[config.mk]
export PLATFORM = sky130hd
export DESIGN_NAME = ext_irq_sense
export DESIGN_NICKNAME = d
export VERILOG_FILES = /design/src/rtl/eis_pkg.sv /design/src/rtl/eis_sync.sv /design/src/rtl/eis_detect.sv /design/src/rtl/eis_regs.sv /design/src/rtl/ext_irq_sense.sv
export SDC_FILE = /design/constraint.sdc
export NUM_CORES = 1
export LEC_CHECK = 0
export ABC_AREA = 0
export BUFFER_PORTS_ARGS = -buffer_cell sky130_fd_sc_hd__buf_2
export CORE_MARGIN = 2
export CORE_UTILIZATION = 40
export DETAILED_ROUTE_END_ITERATION = 6
export PLACE_DENSITY = 0.7
export SYNTH_ARGS = -nofsm -noshare
export SYNTH_HDL_FRONTEND = slang
export SYNTH_SLANG_ARGS = --single-unit
[constraint.sdc]
create_clock -name clk_i -period 1.6 [get_ports clk_i]
set_clock_uncertainty 0.05 [all_clocks]
set_input_delay 0.16 -clock clk_i [delete_from_list [all_inputs] [get_ports clk_i]]
set_output_delay 0.16 -clock clk_i [all_outputs]
set_load 0.01 [all_outputs]
[src/rtl/eis_pkg.sv]
`timescale 1ns/1ps
package eis_pkg;
  typedef enum logic [1:0] {
    TRIG_LOW  = 2'd0,
    TRIG_FALL = 2'd1,
    TRIG_RISE = 2'd2,
    TRIG_BOTH = 2'd3
  } trig_e;
endpackage

[src/rtl/eis_sync.sv]
`timescale 1ns/1ps
module eis_sync #(
  parameter int unsigned N      = 8,
  parameter int unsigned STAGES = 2
) (
  input  logic         clk_i,
  input  logic         rst_ni,
  input  logic [N-1:0] async_i,
  output logic [N-1:0] sync_o
);
  logic [N-1:0] stage_q [STAGES];

  // reset to idle-high so a released pin shows no edge after reset
  always_ff @(posedge clk_i or negedge rst_ni) begin
    if (!rst_ni) stage_q[0] <= '1;
    else         stage_q[0] <= async_i;
  end

  for (genvar s = 1; s < STAGES; s++) begin : g_stage
    always_ff @(posedge clk_i or negedge rst_ni) begin
      if (!rst_ni) stage_q[s] <= '1;
      else         stage_q[s] <= stage_q[s-1];
    end
  end

  assign sync_o = stage_q[STAGES-1];
endmodule

[src/rtl/eis_detect.sv]
`timescale 1ns/1ps
module eis_detect
  import eis_pkg::*;
#(
  parameter int unsigned N = 8
) (
  input  logic           clk_i,
  input  logic           rst_ni,
  input  logic [N-1:0]   level_i,
  input  logic [2*N-1:0] mode_i,
  output logic [N-1:0]   evt_o
);
  logic [N-1:0] prev_q;

  always_ff @(posedge clk_i or negedge rst_ni) begin
    if (!rst_ni) prev_q <= '1;
    else         prev_q <= level_i;
  end

  for (genvar g = 0; g < N; g++) begin : g_pin
    trig_e mode;
    logic  fall, rise;
    assign mode = trig_e'(mode_i[2*g +: 2]);
    assign fall = prev_q[g] & ~level_i[g];
    assign rise = ~prev_q[g] & level_i[g];
    always_comb begin
      unique case (mode)
        TRIG_LOW:  evt_o[g] = ~level_i[g];
        TRIG_FALL: evt_o[g] = fall;
        TRIG_RISE: evt_o[g] = rise;
        default:   evt_o[g] = fall | rise;
      endcase
    end
  end
endmodule

[src/rtl/eis_regs.sv]
`timescale 1ns/1ps
module eis_regs #(
  parameter int unsigned N        = 8,
  parameter int unsigned ADDR_W   = 8,
  parameter int unsigned DATA_W   = 32,
  parameter logic [ADDR_W-1:0] STAT_OFS = 'h10,
  parameter logic [ADDR_W-1:0] MODE_OFS = 'h14
) (
  input  logic              clk_i,
  input  logic              rst_ni,
  input  logic              req_i,
  input  logic              we_i,
  input  logic [ADDR_W-1:0] addr_i,
  input  logic [DATA_W-1:0] wdata_i,
  input  logic [N-1:0]      evt_i,
  output logic [DATA_W-1:0] rdata_o,
  output logic [N-1:0]      status_o,
  output logic [2*N-1:0]    mode_o
);
  localparam int unsigned MW = 2 * N;

  logic [N-1:0]  status_q, status_d;
  logic [MW-1:0] mode_q;
  logic          stat_wr, mode_wr, rd;

  assign rd      = req_i & ~we_i;
  assign stat_wr = req_i & we_i & (addr_i == STAT_OFS);
  assign mode_wr = req_i & we_i & (addr_i == MODE_OFS);

  // new events override a clear in the same cycle
  always_comb begin
    status_d = status_q;
    if (stat_wr) status_d = status_q & wdata_i[N-1:0];
    status_d = status_d | evt_i;
  end

  always_ff @(posedge clk_i or negedge rst_ni) begin
    if (!rst_ni) begin
      status_q <= '0;
      mode_q   <= '0;
    end else begin
      status_q <= status_d;
      if (mode_wr) mode_q <= wdata_i[MW-1:0];
    end
  end

  always_comb begin
    rdata_o = '0;
    if (rd && addr_i == STAT_OFS)      rdata_o[N-1:0]  = status_q;
    else if (rd && addr_i == MODE_OFS) rdata_o[MW-1:0] = mode_q;
  end

  assign status_o = status_q;
  assign mode_o   = mode_q;

  AST_SET_NEEDS_EVENT: assert property (@(posedge clk_i) disable iff (!rst_ni)
    ((status_q & ~$past(status_q) & ~$past(evt_i)) == '0));
  AST_CLR_NEEDS_WRITE: assert property (@(posedge clk_i) disable iff (!rst_ni)
    (($past(status_q) & ~status_q) != '0) |-> $past(stat_wr));
  AST_SET_WINS: assert property (@(posedge clk_i) disable iff (!rst_ni)
    (stat_wr && evt_i != '0) |=> ((status_q & $past(evt_i)) == $past(evt_i)));
  AST_MODE_HOLD: assert property (@(posedge clk_i) disable iff (!rst_ni)
    !mode_wr |=> $stable(mode_q));
endmodule

[src/rtl/ext_irq_sense.sv]
`timescale 1ns/1ps
module ext_irq_sense #(
  parameter int unsigned NUM_PINS    = 8,
  parameter int unsigned SYNC_STAGES = 2,
  parameter int unsigned ADDR_W      = 8,
  parameter int unsigned DATA_W      = 32
) (
  input  logic                clk_i,
  input  logic                rst_ni,
  input  logic [NUM_PINS-1:0] pin_i,
  input  logic                req_i,
  input  logic                we_i,
  input  logic [ADDR_W-1:0]   addr_i,
  input  logic [DATA_W-1:0]   wdata_i,
  output logic [DATA_W-1:0]   rdata_o,
  output logic [NUM_PINS-1:0] irq_o
);
  localparam int unsigned MW = 2 * NUM_PINS;

  logic [NUM_PINS-1:0] pin_sync, evt, status;
  logic [MW-1:0]       mode;
  logic [NUM_PINS-1:0] low_held;

  eis_sync #(.N(NUM_PINS), .STAGES(SYNC_STAGES)) u_sync (
    .clk_i, .rst_ni, .async_i(pin_i), .sync_o(pin_sync)
  );

  eis_detect #(.N(NUM_PINS)) u_detect (
    .clk_i, .rst_ni, .level_i(pin_sync), .mode_i(mode), .evt_o(evt)
  );

  eis_regs #(.N(NUM_PINS), .ADDR_W(ADDR_W), .DATA_W(DATA_W)) u_regs (
    .clk_i, .rst_ni, .req_i, .we_i, .addr_i, .wdata_i,
    .evt_i(evt), .rdata_o, .status_o(status), .mode_o(mode)
  );

  assign irq_o = status;

  for (genvar g = 0; g < NUM_PINS; g++) begin : g_low
    assign low_held[g] = ~pin_sync[g] & (mode[2*g +: 2] == 2'd0);
  end

  AST_LEVEL_PEND: assert property (@(posedge clk_i) disable iff (!rst_ni)
    1'b1 |=> ((irq_o & $past(low_held)) == $past(low_held)));
endmodule

==> summary.md <==
| Metric | Value |
|---|---|
| Post-route ant nets | 0 |
| NumNets Final | 349 |
| Initial DRC count | 44 |
| Failing checks | negative setup slack |
| Final Hold Fails | 0 |
| Largest net degree at the start of global routing | 34 |
| Layout cells sized above 1 | 0.535 |
| Outcome | complete, but fails checks |
| Period utilisation layout | 1.10 |
| Crit Path Class | input port to output port |
| Total gr overflow | 0 |
| P&R area growth vs syn | 31.7% |
| Setup TNS | -3.50 ns |
| Min-delay worst type | input port to flop |
| Post-synth cell types | 23 |
| Global Route Usage Sum | 0.152 |
| Std-Cell Rows | 28 |
| Clk Latency, worst-skew pair | 0.30 ns |
| Final Max Slew Viols | 0 |
| Via density per instance | 4.70 |
| Number of global-route vias before repair | 1579 |
| Critical Path Sink Type | output port |
| CTS clk-pin slew, worst paths | 0.08 ns |
| Setup crit start kind | input port |
| # IOs | 92 |
| First-pass GRT wire length | 7580 um |
| DRC violations left | 0 |
| Fmax achieved | 567 MHz |
| Setup-failing EPs final | 32 |
| DP HPWL | 3510 um |
| Diode count | 0 |
| First-pass iteration count of the detailed router | 4 |
| TritonCTS clock tree | done |
| Layout Cells excl Fill | 357 |
| RSZ-0062 raised after global routing | true |
| Clock Tree Buf Depth | 2 |
| Max cap viols | 0 |
| Final worst setup slack | -0.164 ns |
| Root Buffer | clkbuf_8 |
| P per Cell Area | 696 nW/um2 |
| Leak | 1.70 nW |
| Vias | 1679 |
| Starting Density | 0.416 |
| CTS H-tree lvls | 2 |
| Avg WL per Cell | 14.0 um |
| Yosys warns | 0 |
| Core area | 5960 um2 |
| Post-Route WL | 5010 um |
| Die W | 82.7 um |
| Chip height | 82.7 um |
| Post-placement cell count | 336 |
| Commonest non-fill, non-tap cells in the layout | 51 x buf_2, 38 x inv_1, 24 x dfstp_2, 24 x dfrtp_1, 16 x conb_1 |
| Max FO, Critical Path | 4 |
| Fillers | 521 |
| CTS Sinks | 48 |
| Syn avg cell area | 12.4 um2 |
| Worst VDD drop | 467 uV |
| Gpl congestion | 0.726 |
| Cell area after synthesis | 2470 um2 |
| Clock period minus worst slack | 1.76 ns |
| CTS buffer count | 5 |
| Port Buffer Count | 59 |
| Register bit count reported by yosys | 48 |
| Initial antenna violation count | 0 |
| Placed cell area | 2940 um2 |
| Die ar. | 6830 um2 |
| Most common cell after layout, fill and taps aside | buf_2 |
| Cells after synthesis | 199 |
| Post-route cell area | 3260 um2 |
| Crit path DAT | 1.55 ns |
| Sequential-to-total area share from yosys stat | 0.497 |
| Req. time, crit path | 1.39 ns |
[critical path: stages]
cell and delay, ns:
buf_6 0.09, or4b_4 0.56, buf_4 0.17, nor3_4 0.16, buf_6 0.14, and3_4 0.18
buf_6 0.10
[layer usage]
metal	global-route usage	wire length (um)	vias up
met5	0	0	-
met4	0.0541	67	0
met3	0.0348	327	8
met2	0.248	2430	60
met1	0.199	2190	822
li1	-	-	789
[worst paths after layout]
check                                   start                  to  slack, ns  depth (start not counted)
min in group asynchronous              rst_ni   u_regs.mode_o[13]       0.27                          2
setup / recovery                    addr_i[0]          rdata_o[9]      -0.16                          7
setup reg to reg             u_sync.sync_o[0]  u_regs.status_o[0]       0.04                          4
hold reg to reg            u_sync.stage_q[10]    u_sync.sync_o[2]       0.30                          0
max in group asynchronous              rst_ni  u_sync.stage_q[10]       0.66                          3
hold / removal                    wdata_i[14]   u_regs.mode_o[14]       0.04                          2
[sequential cells by signal (all words and copies together), names as in the netlist]
signal / flops
u_sync.stage_q: 8
u_regs.mode_o: 16
u_sync.sync_o: 8
u_regs.status_o: 8
u_detect.prev_q: 8
[cell type report]
class / count / area, um2 / share of cell area
sequential: 48 / 1230 / 0.378
multi-input combinational: 103 / 1140 / 0.350
tap: 75 / 93.8 / 0.0288
timing repair buffer: 81 / 557 / 0.171
inverter: 42 / 158 / 0.0483
clock buffer: 7 / 76.3 / 0.0234
clock inverter: 1 / 5.00 / 0.00153
[power breakdown]
| part | switching [mW] | internal [mW] |
|---|---|---|
| Combinational | 0.133 | 0.133 |
| Clock | 0.384 | 0.307 |
| Sequential | 0.0322 | 1.28 |
[synthesized netlist by cell type]
library cell | number | area, um2
buf_12 | 1 | 20.0
nand2_1 | 8 | 30.0
conb_1 | 1 | 3.75
mux2_2 | 6 | 67.6
buf_2 | 1 | 5.00
or4_4 | 1 | 11.3
nor3_1 | 9 | 45.0
clkbuf_1 | 2 | 7.51
or4b_1 | 1 | 10.0
and3_1 | 8 | 50.1
mux4_2 | 8 | 180
buf_4 | 17 | 128
nor4_1 | 1 | 6.26
o211ai_1 | 8 | 60.1
dfstp_2 | 24 | 631
mux2i_1 | 8 | 80.1
mux2_4 | 10 | 150
buf_6 | 1 | 11.3
or4b_4 | 1 | 13.8
ha_1 | 16 | 200
dfrtp_1 | 24 | 601
inv_1 | 42 | 158
or2_2 | 1 | 6.26
[logic make-up (layout without fill, tap and decap cells)]
group / count (synthesis) / count (layout) / synth area share
compound gates: 8 / 8 / 0.0243
fa+ha+maj: 16 / 16 / 0.0809
buf+inv: 64 / 131 / 0.133
flops: 48 / 48 / 0.497
mux: 32 / 32 / 0.193
other cells: 1 / 16 / 0.00152
simple gates: 30 / 31 / 0.0698
[repair_timing]
item / in CTS / in global routing
pin swaps: 6 / 15
cloned: 0 / 1
hold endpoints to repair: 13 / 0
setup buffers: 1 / 3
hold buffers: 9 / 0
endpoints found under the setup margin: 33 / 40
gates resized for setup: 16 / 10
[metrics by stage]
step | power [mW] | setup slack [ns] | hold slack, ns | util
6_report | 2.27 | -0.164 | 0.0370 | 0.547
3_3_place_gp | 1.55 | -0.374 | 0.0440 | 0.494
4_1_cts | 2.28 | -0.168 | 0.0267 | 0.535
2_1_floorplan | 1.48 | -0.323 | -0.186 | -
3_5_place_dp | 1.56 | -0.406 | 0.0481 | 0.494
5_1_grt | 2.39 | -0.235 | 0.0199 | 0.547
Note: power is estimated with default switching activity, not from simulation.
